### config.mk
export PLATFORM = sky130hd
export DESIGN_NAME = usb_ep_handshake
export DESIGN_NICKNAME = d
export VERILOG_FILES = /design/src/rtl/usb_ep_pkg.sv /design/src/rtl/usb_ep_regs.sv /design/src/rtl/usb_ep_flags.sv /design/src/rtl/usb_ep_decide.sv /design/src/rtl/usb_ep_handshake.sv
export SDC_FILE = /design/constraint.sdc
export NUM_CORES = 1
export LEC_CHECK = 0
export CAP_MARGIN = 20
export CELL_PAD_IN_SITES_DETAIL_PLACEMENT = 0
export CELL_PAD_IN_SITES_GLOBAL_PLACEMENT = 1
export CORE_MARGIN = 2
export CORE_UTILIZATION = 33
export DETAILED_ROUTE_END_ITERATION = 10
export PLACE_DENSITY_LB_ADDON = 0.1
export RECOVER_POWER = 100
export SETUP_SLACK_MARGIN = 0.05
export SLEW_MARGIN = 20
export SYNTH_ARGS = -nofsm -noshare
export SYNTH_HDL_FRONTEND = slang
export SYNTH_SLANG_ARGS = --single-unit
### constraint.sdc
create_clock -name clk -period 3.4 [get_ports clk]
set_clock_uncertainty 0.2 [all_clocks]
set_input_delay 0.51 -clock clk [delete_from_list [all_inputs] [get_ports clk]]
set_output_delay 0.51 -clock clk [all_outputs]
set_load 0.02 [all_outputs]
### src/rtl/usb_ep_pkg.sv
// Shared encodings for the endpoint handshake controller.
// Assumes an 8-bit register bus with at most four addresses.
package usb_ep_pkg;
    typedef enum logic [1:0] {
        RESP_NONE  = 2'd0,
        RESP_DATA  = 2'd1,
        RESP_NAK   = 2'd2,
        RESP_STALL = 2'd3
    } resp_e;

    typedef enum logic [1:0] {
        TOK_OUT   = 2'd0,
        TOK_IN    = 2'd1,
        TOK_SETUP = 2'd2
    } tok_e;

    localparam int DATA_W      = 8;
    localparam int ADDR_TXCTL  = 0;
    localparam int ADDR_EPCTL  = 1;
    localparam int ADDR_FLAGS  = 2;
    localparam int TXFIRST_BIT = 6;

    localparam int FLAG_TXDONE = 0;
    localparam int FLAG_EP0TX  = 1;
    localparam int FLAG_EP0RX  = 2;
    localparam int FLAG_RESUME = 3;
    localparam int NUM_FLAGS   = 4;
endpackage

### src/rtl/usb_ep_regs.sv
// Software-owned control bits and the register read multiplexer.
// Turns writes into clear strobes for the hardware flags.
// Assumes SIZE_W + 2 <= 6 and 2*NUM_IN <= 6, so no field reaches bit 6.
module usb_ep_regs
    import usb_ep_pkg::*;
#(
    parameter int ADDR_W = 2,
    parameter int SIZE_W = 4,
    parameter int NUM_IN = 2
) (
    input  logic                 clk,
    input  logic                 rst_n,
    input  logic [ADDR_W-1:0]    addr,
    input  logic                 wr,
    input  logic [DATA_W-1:0]    wdata,
    input  logic [NUM_FLAGS-1:0] flags,
    input  logic                 txfirst,
    output logic [DATA_W-1:0]    rdata,
    output logic [SIZE_W-1:0]    tx_size,
    output logic                 tx_arm,
    output logic                 force_res,
    output logic [NUM_IN-1:0]    ep_en,
    output logic [NUM_IN-1:0]    ep_stall,
    output logic                 txfirst_clr,
    output logic [NUM_FLAGS-1:0] flag_clr
);
    localparam int ARM_BIT = SIZE_W;
    localparam int RES_BIT = SIZE_W + 1;
    localparam int EN_LO   = NUM_IN;

    logic wr_tx, wr_ep, wr_fl;

    // Address decode for the three writable registers.
    always_comb begin
        wr_tx = wr && (addr == ADDR_W'(ADDR_TXCTL));
        wr_ep = wr && (addr == ADDR_W'(ADDR_EPCTL));
        wr_fl = wr && (addr == ADDR_W'(ADDR_FLAGS));
    end

    // Transmit control: byte count, arm bit and force-resume bit.
    always_ff @(posedge clk) begin
        if (!rst_n) begin
            tx_size   <= '0;
            tx_arm    <= 1'b0;
            force_res <= 1'b0;
        end else if (wr_tx) begin
            tx_size   <= wdata[SIZE_W-1:0];
            tx_arm    <= wdata[ARM_BIT];
            force_res <= wdata[RES_BIT];
        end
    end

    // Endpoint control: per-endpoint enable and STALL bits.
    always_ff @(posedge clk) begin
        if (!rst_n) begin
            ep_en    <= '0;
            ep_stall <= '0;
        end else if (wr_ep) begin
            ep_stall <= wdata[NUM_IN-1:0];
            ep_en    <= wdata[EN_LO +: NUM_IN];
        end
    end

    // Clear strobes for the flags, which are held in the flags module.
    always_comb begin
        txfirst_clr = wr_ep && wdata[TXFIRST_BIT];
        flag_clr    = wr_fl ? wdata[NUM_FLAGS-1:0] : '0;
    end

    // Read multiplexer; unused bits and unused addresses return 0.
    always_comb begin
        rdata = '0;
        case (addr)
            ADDR_W'(ADDR_TXCTL): begin
                rdata[SIZE_W-1:0] = tx_size;
                rdata[ARM_BIT]    = tx_arm;
                rdata[RES_BIT]    = force_res;
            end
            ADDR_W'(ADDR_EPCTL): begin
                rdata[NUM_IN-1:0]      = ep_stall;
                rdata[EN_LO +: NUM_IN] = ep_en;
                rdata[TXFIRST_BIT]     = txfirst;
            end
            ADDR_W'(ADDR_FLAGS): rdata[NUM_FLAGS-1:0] = flags;
            default: rdata = '0;
        endcase
    end
endmodule

### src/rtl/usb_ep_flags.sv
// Hardware event flags and the endpoint 0 transmit-first order flag.
// Each flag is set by an event and cleared by software writing 1.
// A set in the same cycle as a clear wins.
// The order flag looks at the stored endpoint 0 transmit flag,
// not at an acknowledge arriving in the same cycle.
module usb_ep_flags
    import usb_ep_pkg::*;
#(
    parameter int NUM_IN = 2
) (
    input  logic                 clk,
    input  logic                 rst_n,
    input  logic                 host_ack,
    input  logic [1:0]           ack_ep,
    input  logic                 ep0_rx_done,
    input  logic                 line_k_seen,
    input  logic                 force_res,
    input  logic [NUM_FLAGS-1:0] flag_clr,
    input  logic                 txfirst_clr,
    output logic [NUM_FLAGS-1:0] flags,
    output logic                 txfirst
);
    logic [NUM_FLAGS-1:0] flag_set;
    logic                 first_set;

    // Event decode into per-flag set requests.
    always_comb begin
        flag_set              = '0;
        flag_set[FLAG_TXDONE] = host_ack && (ack_ep != 2'd0) && (int'(ack_ep) <= NUM_IN);
        flag_set[FLAG_EP0TX]  = host_ack && (ack_ep == 2'd0);
        flag_set[FLAG_EP0RX]  = ep0_rx_done;
        flag_set[FLAG_RESUME] = line_k_seen && !force_res;
        first_set             = ep0_rx_done && flags[FLAG_EP0TX];
    end

    // Flag storage: the set request takes priority over the clear.
    always_ff @(posedge clk) begin
        if (!rst_n) begin
            flags   <= '0;
            txfirst <= 1'b0;
        end else begin
            flags   <= (flags & ~flag_clr) | flag_set;
            txfirst <= (txfirst & ~txfirst_clr) | first_set;
        end
    end
endmodule

### src/rtl/usb_ep_decide.sv
// Handshake decision: one registered response per token strobe.
// For endpoints 1..NUM_IN the first matching rule wins:
// disabled gives none, then STALL, then NAK, then data.
// Endpoint 0 answers an IN token with data, or with NAK while its
// transmit flag is set. Tokens that are not IN get no answer.
module usb_ep_decide
    import usb_ep_pkg::*;
#(
    parameter int SIZE_W = 4,
    parameter int NUM_IN = 2
) (
    input  logic              clk,
    input  logic              rst_n,
    input  logic              tok_valid,
    input  logic [1:0]        tok_kind,
    input  logic [1:0]        tok_ep,
    input  logic [NUM_IN-1:0] ep_en,
    input  logic [NUM_IN-1:0] ep_stall,
    input  logic              tx_arm,
    input  logic              txdone,
    input  logic              ep0_busy,
    input  logic [SIZE_W-1:0] tx_size,
    output logic              resp_valid,
    output logic [1:0]        resp_code,
    output logic [SIZE_W-1:0] resp_len
);
    localparam int NUM_EP = NUM_IN + 1;

    logic [2*NUM_EP-1:0] codes;
    resp_e               nxt_code;
    logic [SIZE_W-1:0]   nxt_len;

    // Endpoint 0 candidate answer.
    assign codes[1:0] = ep0_busy ? RESP_NAK : RESP_DATA;

    // Candidate answer for each IN endpoint.
    for (genvar i = 0; i < NUM_IN; i++) begin : g_ep
        assign codes[2*(i+1) +: 2] = !ep_en[i]             ? RESP_NONE  :
                                     ep_stall[i]           ? RESP_STALL :
                                     (!tx_arm || txdone)   ? RESP_NAK   :
                                                             RESP_DATA;
    end

    // Select the candidate for the addressed endpoint.
    always_comb begin
        nxt_code = RESP_NONE;
        nxt_len  = '0;
        if (tok_kind == TOK_IN && int'(tok_ep) < NUM_EP) begin
            nxt_code = resp_e'(codes[2*int'(tok_ep) +: 2]);
            if (nxt_code == RESP_DATA && tok_ep != 2'd0) begin
                nxt_len = tx_size;
            end
        end
    end

    // Response register: holds the answer for one cycle only.
    always_ff @(posedge clk) begin
        if (!rst_n) begin
            resp_valid <= 1'b0;
            resp_code  <= RESP_NONE;
            resp_len   <= '0;
        end else begin
            resp_valid <= tok_valid;
            resp_code  <= tok_valid ? nxt_code : RESP_NONE;
            resp_len   <= tok_valid ? nxt_len : '0;
        end
    end
endmodule

### src/rtl/usb_ep_handshake.sv
// Top of the endpoint handshake controller. Connects the register file,
// the event flags and the decision logic.
// Assumes tokens and acknowledges arrive as single-cycle strobes.
module usb_ep_handshake
    import usb_ep_pkg::*;
#(
    parameter int ADDR_W = 2,
    parameter int SIZE_W = 4,
    parameter int NUM_IN = 2
) (
    input  logic              clk,
    input  logic              rst_n,
    input  logic [ADDR_W-1:0] bus_addr,
    input  logic              bus_wr,
    input  logic [7:0]        bus_wdata,
    output logic [7:0]        bus_rdata,
    input  logic              tok_valid,
    input  logic [1:0]        tok_kind,
    input  logic [1:0]        tok_ep,
    input  logic              host_ack,
    input  logic [1:0]        ack_ep,
    input  logic              ep0_rx_done,
    input  logic              line_k_seen,
    output logic              resp_valid,
    output logic [1:0]        resp_code,
    output logic [SIZE_W-1:0] resp_len,
    output logic              force_k
);
    logic [SIZE_W-1:0]    tx_size;
    logic                 tx_arm, force_res, txfirst, txfirst_clr;
    logic [NUM_IN-1:0]    ep_en, ep_stall;
    logic [NUM_FLAGS-1:0] flag_q, flag_clr;
    logic                 txdone, ep0_tx, resume_flag;

    // Named views of the individual flag bits.
    assign txdone      = flag_q[FLAG_TXDONE];
    assign ep0_tx      = flag_q[FLAG_EP0TX];
    assign resume_flag = flag_q[FLAG_RESUME];
    assign force_k     = force_res;

    usb_ep_regs #(.ADDR_W(ADDR_W), .SIZE_W(SIZE_W), .NUM_IN(NUM_IN)) u_regs (
        .clk(clk), .rst_n(rst_n), .addr(bus_addr), .wr(bus_wr), .wdata(bus_wdata),
        .flags(flag_q), .txfirst(txfirst), .rdata(bus_rdata),
        .tx_size(tx_size), .tx_arm(tx_arm), .force_res(force_res),
        .ep_en(ep_en), .ep_stall(ep_stall),
        .txfirst_clr(txfirst_clr), .flag_clr(flag_clr)
    );

    usb_ep_flags #(.NUM_IN(NUM_IN)) u_flags (
        .clk(clk), .rst_n(rst_n), .host_ack(host_ack), .ack_ep(ack_ep),
        .ep0_rx_done(ep0_rx_done), .line_k_seen(line_k_seen),
        .force_res(force_res), .flag_clr(flag_clr), .txfirst_clr(txfirst_clr),
        .flags(flag_q), .txfirst(txfirst)
    );

    usb_ep_decide #(.SIZE_W(SIZE_W), .NUM_IN(NUM_IN)) u_decide (
        .clk(clk), .rst_n(rst_n), .tok_valid(tok_valid), .tok_kind(tok_kind),
        .tok_ep(tok_ep), .ep_en(ep_en), .ep_stall(ep_stall), .tx_arm(tx_arm),
        .txdone(txdone), .ep0_busy(ep0_tx), .tx_size(tx_size),
        .resp_valid(resp_valid), .resp_code(resp_code), .resp_len(resp_len)
    );
endmodule

Word level (Yosys, flattened, before mapping)
Cells that the tools add are included.
{"block": "totals", "ff_bits": 22, "inputBits": 23, "output_inout_bits": 16, "wordCells": 53}
{"block": "op_classes", "n_lt_le_gt_ge": 2, "n_eq_ne": 4, "shifts": 1, "mux": 10, "n_bitwise": 6, "reduce_logical": 20}
{"operator": "$mux W2", "n": 7}
{"operator": "$pmux W4 S3", "n": 1}
{"operator": "$logic_and A1 B1 Y1", "n": 11}
{"operator": "$eq A2 B1 Y1 const B", "n": 3}
{"operator": "$shiftx A6 B4 Y2", "n": 1}
{"operator": "$and A4 B4 Y4", "n": 1}
{"operator": "$logic_not A2 Y1", "n": 2}
{"operator": "$mux W4", "n": 1}
{"operator": "$not A4 Y4", "n": 1}
{"operator": "$or A4 B4 Y4", "n": 1}
{"operator": "$reduce_and A4 Y1", "n": 1}
{"operator": "$reduce_bool A2 Y1", "n": 2}
{"operator": "$reduce_and A3 Y1", "n": 1}
{"operator": "$eq A2 B2 Y1 const B", "n": 1}
{"operator": "$le A2 B2 Y1 const B", "n": 1}
{"operator": "$logic_not A1 Y1", "n": 2}
{"operator": "$lt A2 B2 Y1 const B", "n": 1}
{"operator": "$and A1 B1 Y1", "n": 1}
{"operator": "$logic_or A1 B1 Y1", "n": 1}
{"operator": "$mux W1", "n": 1}
{"operator": "$not A1 Y1", "n": 1}
{"operator": "$or A1 B1 Y1", "n": 1}

Longest topological paths before layout
{"block": "logic_depth", "word_depth": 9, "depth_mapped": 6, "depth_no_buf": 4}

By module
From an unflattened synthesis, not the netlist that was laid out.
{"block": "hier_totals", "hier_cells": 118, "area_unflattened_um2": 1143.6}
{"mod": "usb_ep_regs", "instances": 1, "cells_per_inst": 62, "area_per_inst_um2": 571.8, "seq_area_each_um2": 200.2}
{"mod": "usb_ep_decide", "instances": 1, "cells_per_inst": 36, "area_per_inst_um2": 374.1, "seq_area_each_um2": 140.1}
{"mod": "usb_ep_flags", "instances": 1, "cells_per_inst": 20, "area_per_inst_um2": 197.7, "seq_area_each_um2": 100.1}

Least setup slack after synthesis
No wires, ideal clock.
{"block": "synth_timing", "path_kind": "input to output", "from": "in bus_addr[1]", "to": "out bus_rdata[3]", "arrival_ns": 1.270, "required_ns": 2.690, "setup_slack_ns": 1.420, "cell_stages": 5, "n_path_buf": 2, "cell_sequence": "buf_2 -> nor2b_1 -> buf_2 -> nand2_1 -> o21ai_0"}
{"block": "synth_between", "elab_chain_cells": 2, "elab_cells_between_ends": 4, "cone_classes": "eq/ne (2); mux (1); reduce/logical (1)"}
{"element": "start: declaration", "line": "usb_ep_handshake.sv:13", "text": "input logic [ADDR_W-1:0] bus_addr,"}
{"element": "$eq A2 B2 Y1 (tied with other cells)", "line": "usb_ep_regs.sv:73", "text": "case (addr)"}
{"element": "$pmux W4 S3 (*)", "line": "usb_ep_regs.sv:73"}
{"element": "end: declaration", "line": "usb_ep_handshake.sv:16", "text": "output logic [7:0] bus_rdata,"}
Every way passes the cells marked *; elsewhere a longest branch is shown, timed or not.

Worst setup path in the final report
{"block": "layout_timing", "from": "in bus_addr[0]", "to": "out bus_rdata[5]"}
{"block": "layout_between", "elab_chain_cells": 2}
{"element": "$logic_not A2 Y1", "line": "usb_ep_regs.sv:73"}
{"element": "$mux W2", "line": "usb_ep_regs.sv:73"}
No other way between the ends.

==> qor.csv <==
stage;metric;value;unit
global_routing;use_met1;0.188;
sta;finalMaxSlewViolations;0;
clock_tree;ctsResizeCount;0;
cells_and_area;regArea;440;µm²
synth;synth_nets;147;
global_routing;grt-busiest-layer;met2;
min_path;holdPathStages;2;
worst_setup_path;crit_slowest_cell;dlygate4sd3_1;
synth;syn_area;1030;µm²
cells_and_area;fin_nets;186;
floorplanning;rows;20;
route;first_iter_violations;35;
sta;post-route-period-util;0.903;
cells_and_area;layout-drive-gt1-share;0.0432;
cells_and_area;n_antenna_cell;0;
worst_setup_path;reg2reg_depth;4;
route;dr.pass1.iters;4;
sta;setup_violations;0;
worst_setup_path;crit_family;buffers and inverters;
route;wirelength;2640;µm
sta;setup_tns;0;ps
route;via_count;993;
cells_and_area;mostFrequentLayoutCell;dfxtp_1;
worst_setup_path;setup.worst_path.class;in -> out;
route;post_drt_wl_per_cell;12.8;µm
synth;ys_seq_elements;22;
place;io_buffers;36;
cells_and_area;fill_cells;317;
clock_tree;clock-sinks;22;
power_and_ir_drop;powerDensity;344;nW/µm²
synth;synth_cells;124;
run_status;status;completed;
sta;worst_pin_slew;550;ps
synth;avgSynthCellArea;8.34;µm²
worst_setup_path;cp.arrival;2360;ps
floorplanning;start_util;0.342;
route;ant_nets;0;
min_path;hold_path.class;reg -> reg;
floorplanning;core;3030;µm²
clock_tree;clock_path_buffers;2;
place;gp_congestion;0.772;
worst_setup_path;slowest_delay;670;ps
power_and_ir_drop;vdd_drop_max;0.000224;V
worst_setup_path;cp_data_required_time;2690;ps
floorplanning;fp.dieH;60.0;µm
clock_tree;cts_buffers;3;
worst_setup_path;path_max_fanout;7;
global_routing;met3_usage;0.0325;
floorplanning;io_pins;39;
cells_and_area;final_cell_mix;22 x dfxtp_1, 20 x clkdlybuf4s50_1, 16 x dlygate4sd3_1;
power_and_ir_drop;total_power;508;µW
floorplanning;dieArea;3600;µm²
cells_and_area;area_delta_synth_final;42.7;%
synth;synth.distinct_cells;29;
worst_setup_path;end_kind;output pin;
power_and_ir_drop;p_leak;0.000557;µW
sta;max_freq;326;MHz
clock_tree;post-cts-setup-buffer-count;0;
worst_setup_path;crit_chain;clkdlybuf4s50_1 > clkbuf_1 > nor2_1 > and2_1 > dlygate4sd3_1;
sta;slew_headroom;0.632;
sta;fin_crit;3070;ps
global_routing;grtUsageTotal;0.151;
synth;synth_warnings;0;
worst_setup_path;crit_buf_inv;3;
floorplanning;dieWidth;60.0;µm
global_routing;met2_usage;0.248;
route;via_per_inst;4.82;
sta;final_hold_viol_count;0;
clock_tree;clkTransAtPathRegs;120;ps
synth;ys_seq_area_frac;0.426;
sta;rsz0062_at_grt;false;
global_routing;grt_pass1_wl;3910;µm
worst_setup_path;cp.depth;5;
clock_tree;cts_max_level;1;
global_routing;grt_max_degree;17;
route;drc_errors;0;
worst_setup_path;cp-start-kind;input port;
clock_tree;cts_tree;built;
job;maxCapViolations;0;
cells_and_area;final_util;0.488;
clock_tree;clk_latency;310;ps
clock_tree;ctsHoldBuffers;0;
clock_tree;cts_root_buffer;clkbuf_4;
place;dp_hpwl;1980;µm
global_routing;first_global_vias;841;
cells_and_area;multiInputGateArea;536;µm²
global_routing;overflow;0;
global_routing;antenna_found_initial;0;
==> registers in the layout, indices dropped and copies added (netlist names) <==
register	cells
u_decide.resp_valid	1
u_regs.force_res	1
u_decide.resp_len	4
u_regs.tx_size	4
u_regs.ep_stall	2
u_flags.txfirst	1
u_regs.tx_arm	1
u_decide.resp_code	2
u_regs.ep_en	2
u_flags.flags	4
==> tightest hold or removal path, delay by kind of cell, from the launching register on <==
| kind | cells | cell delay (ps) |
|---|---|---|
| simple gates | 1 | 50 |
| buf+inv | 1 | 70 |
| flops | 1 | 330 |
==> synthesized netlist by cell type, drive strengths merged <==
cell,instances,area share
dfxtp,22,0.43
nand2,15,0.054
nor2b,13,0.079
a21oi,12,0.058
inv,7,0.025
mux2i,6,0.058
nand3,6,0.029
a21boi,5,0.036
and2,5,0.030
o21ai,5,0.024
buf,4,0.022
nor2,4,0.017
nor4,4,0.024
a22oi,3,0.022
clkbuf,2,0.0073
a221oi,1,0.0085
and3b,1,0.0085
conb,1,0.0036
nand2b,1,0.0060
nand3b,1,0.0073
nand4b,1,0.0085
o21bai,1,0.0073
o22ai,1,0.0060
o311ai,1,0.016
or3b,1,0.0085
xor2,1,0.0085
==> final timing paths <==
check               startpoint                   end  slack, ps
max reg2reg      u_regs.tx_arm  u_decide.resp_len[0]       1790
min          u_regs.tx_size[3]  u_decide.resp_len[3]        290
max                bus_addr[0]          bus_rdata[5]        330
min reg2reg  u_regs.tx_size[3]  u_decide.resp_len[3]        290
==> kinds of logic after synthesis <==
family | Yosys count | synth area share
AND/OR/NAND/NOR | 52 | 0.272
AO/OA/AOI/OAI | 29 | 0.178
flip-flops | 22 | 0.426
buffers and inverters | 13 | 0.0544
multiplexers | 6 | 0.0580
XOR/XNOR | 1 | 0.00847
other | 1 | 0.00362
==> through the flow <==
stage	std cells	hold slack, ps	worst slack (ps)	instance area [µm²]
after detailed placement	202	269	544	1450
final	206	290	331	1480
after floorplan	124	238	1420	1030
after CTS	206	296	532	1490
after global placement	202	278	564	1450
after global routing	206	312	237	1480
==> power by group <==
| part | switching [µW] | internal, µW |
|---|---|---|
| registers | 6.59 | 266 |
| logic | 41.6 | 46.0 |
| clock network | 82.3 | 65.4 |
==> metal layers <==
| layer | vias to the layer above | wire [µm] |
|---|---|---|
| li1 | 506 | - |
| met1 | 461 | 1280 |
| met2 | 24 | 1250 |
| met3 | 2 | 93 |
| met4 | 0 | 17 |
| met5 | - | 0 |
==> cell type report <==
| cell class | instances | share of cell area |
|---|---|---|
| Clock buffer | 4 | 0.0246 |
| Inverter | 7 | 0.0178 |
| Multi-Input combinational cell | 89 | 0.363 |
| Sequential cell | 22 | 0.298 |
| Tap cell | 44 | 0.0373 |
| Timing Repair Buffer | 40 | 0.259 |
(Power assumes the default switching activity.)
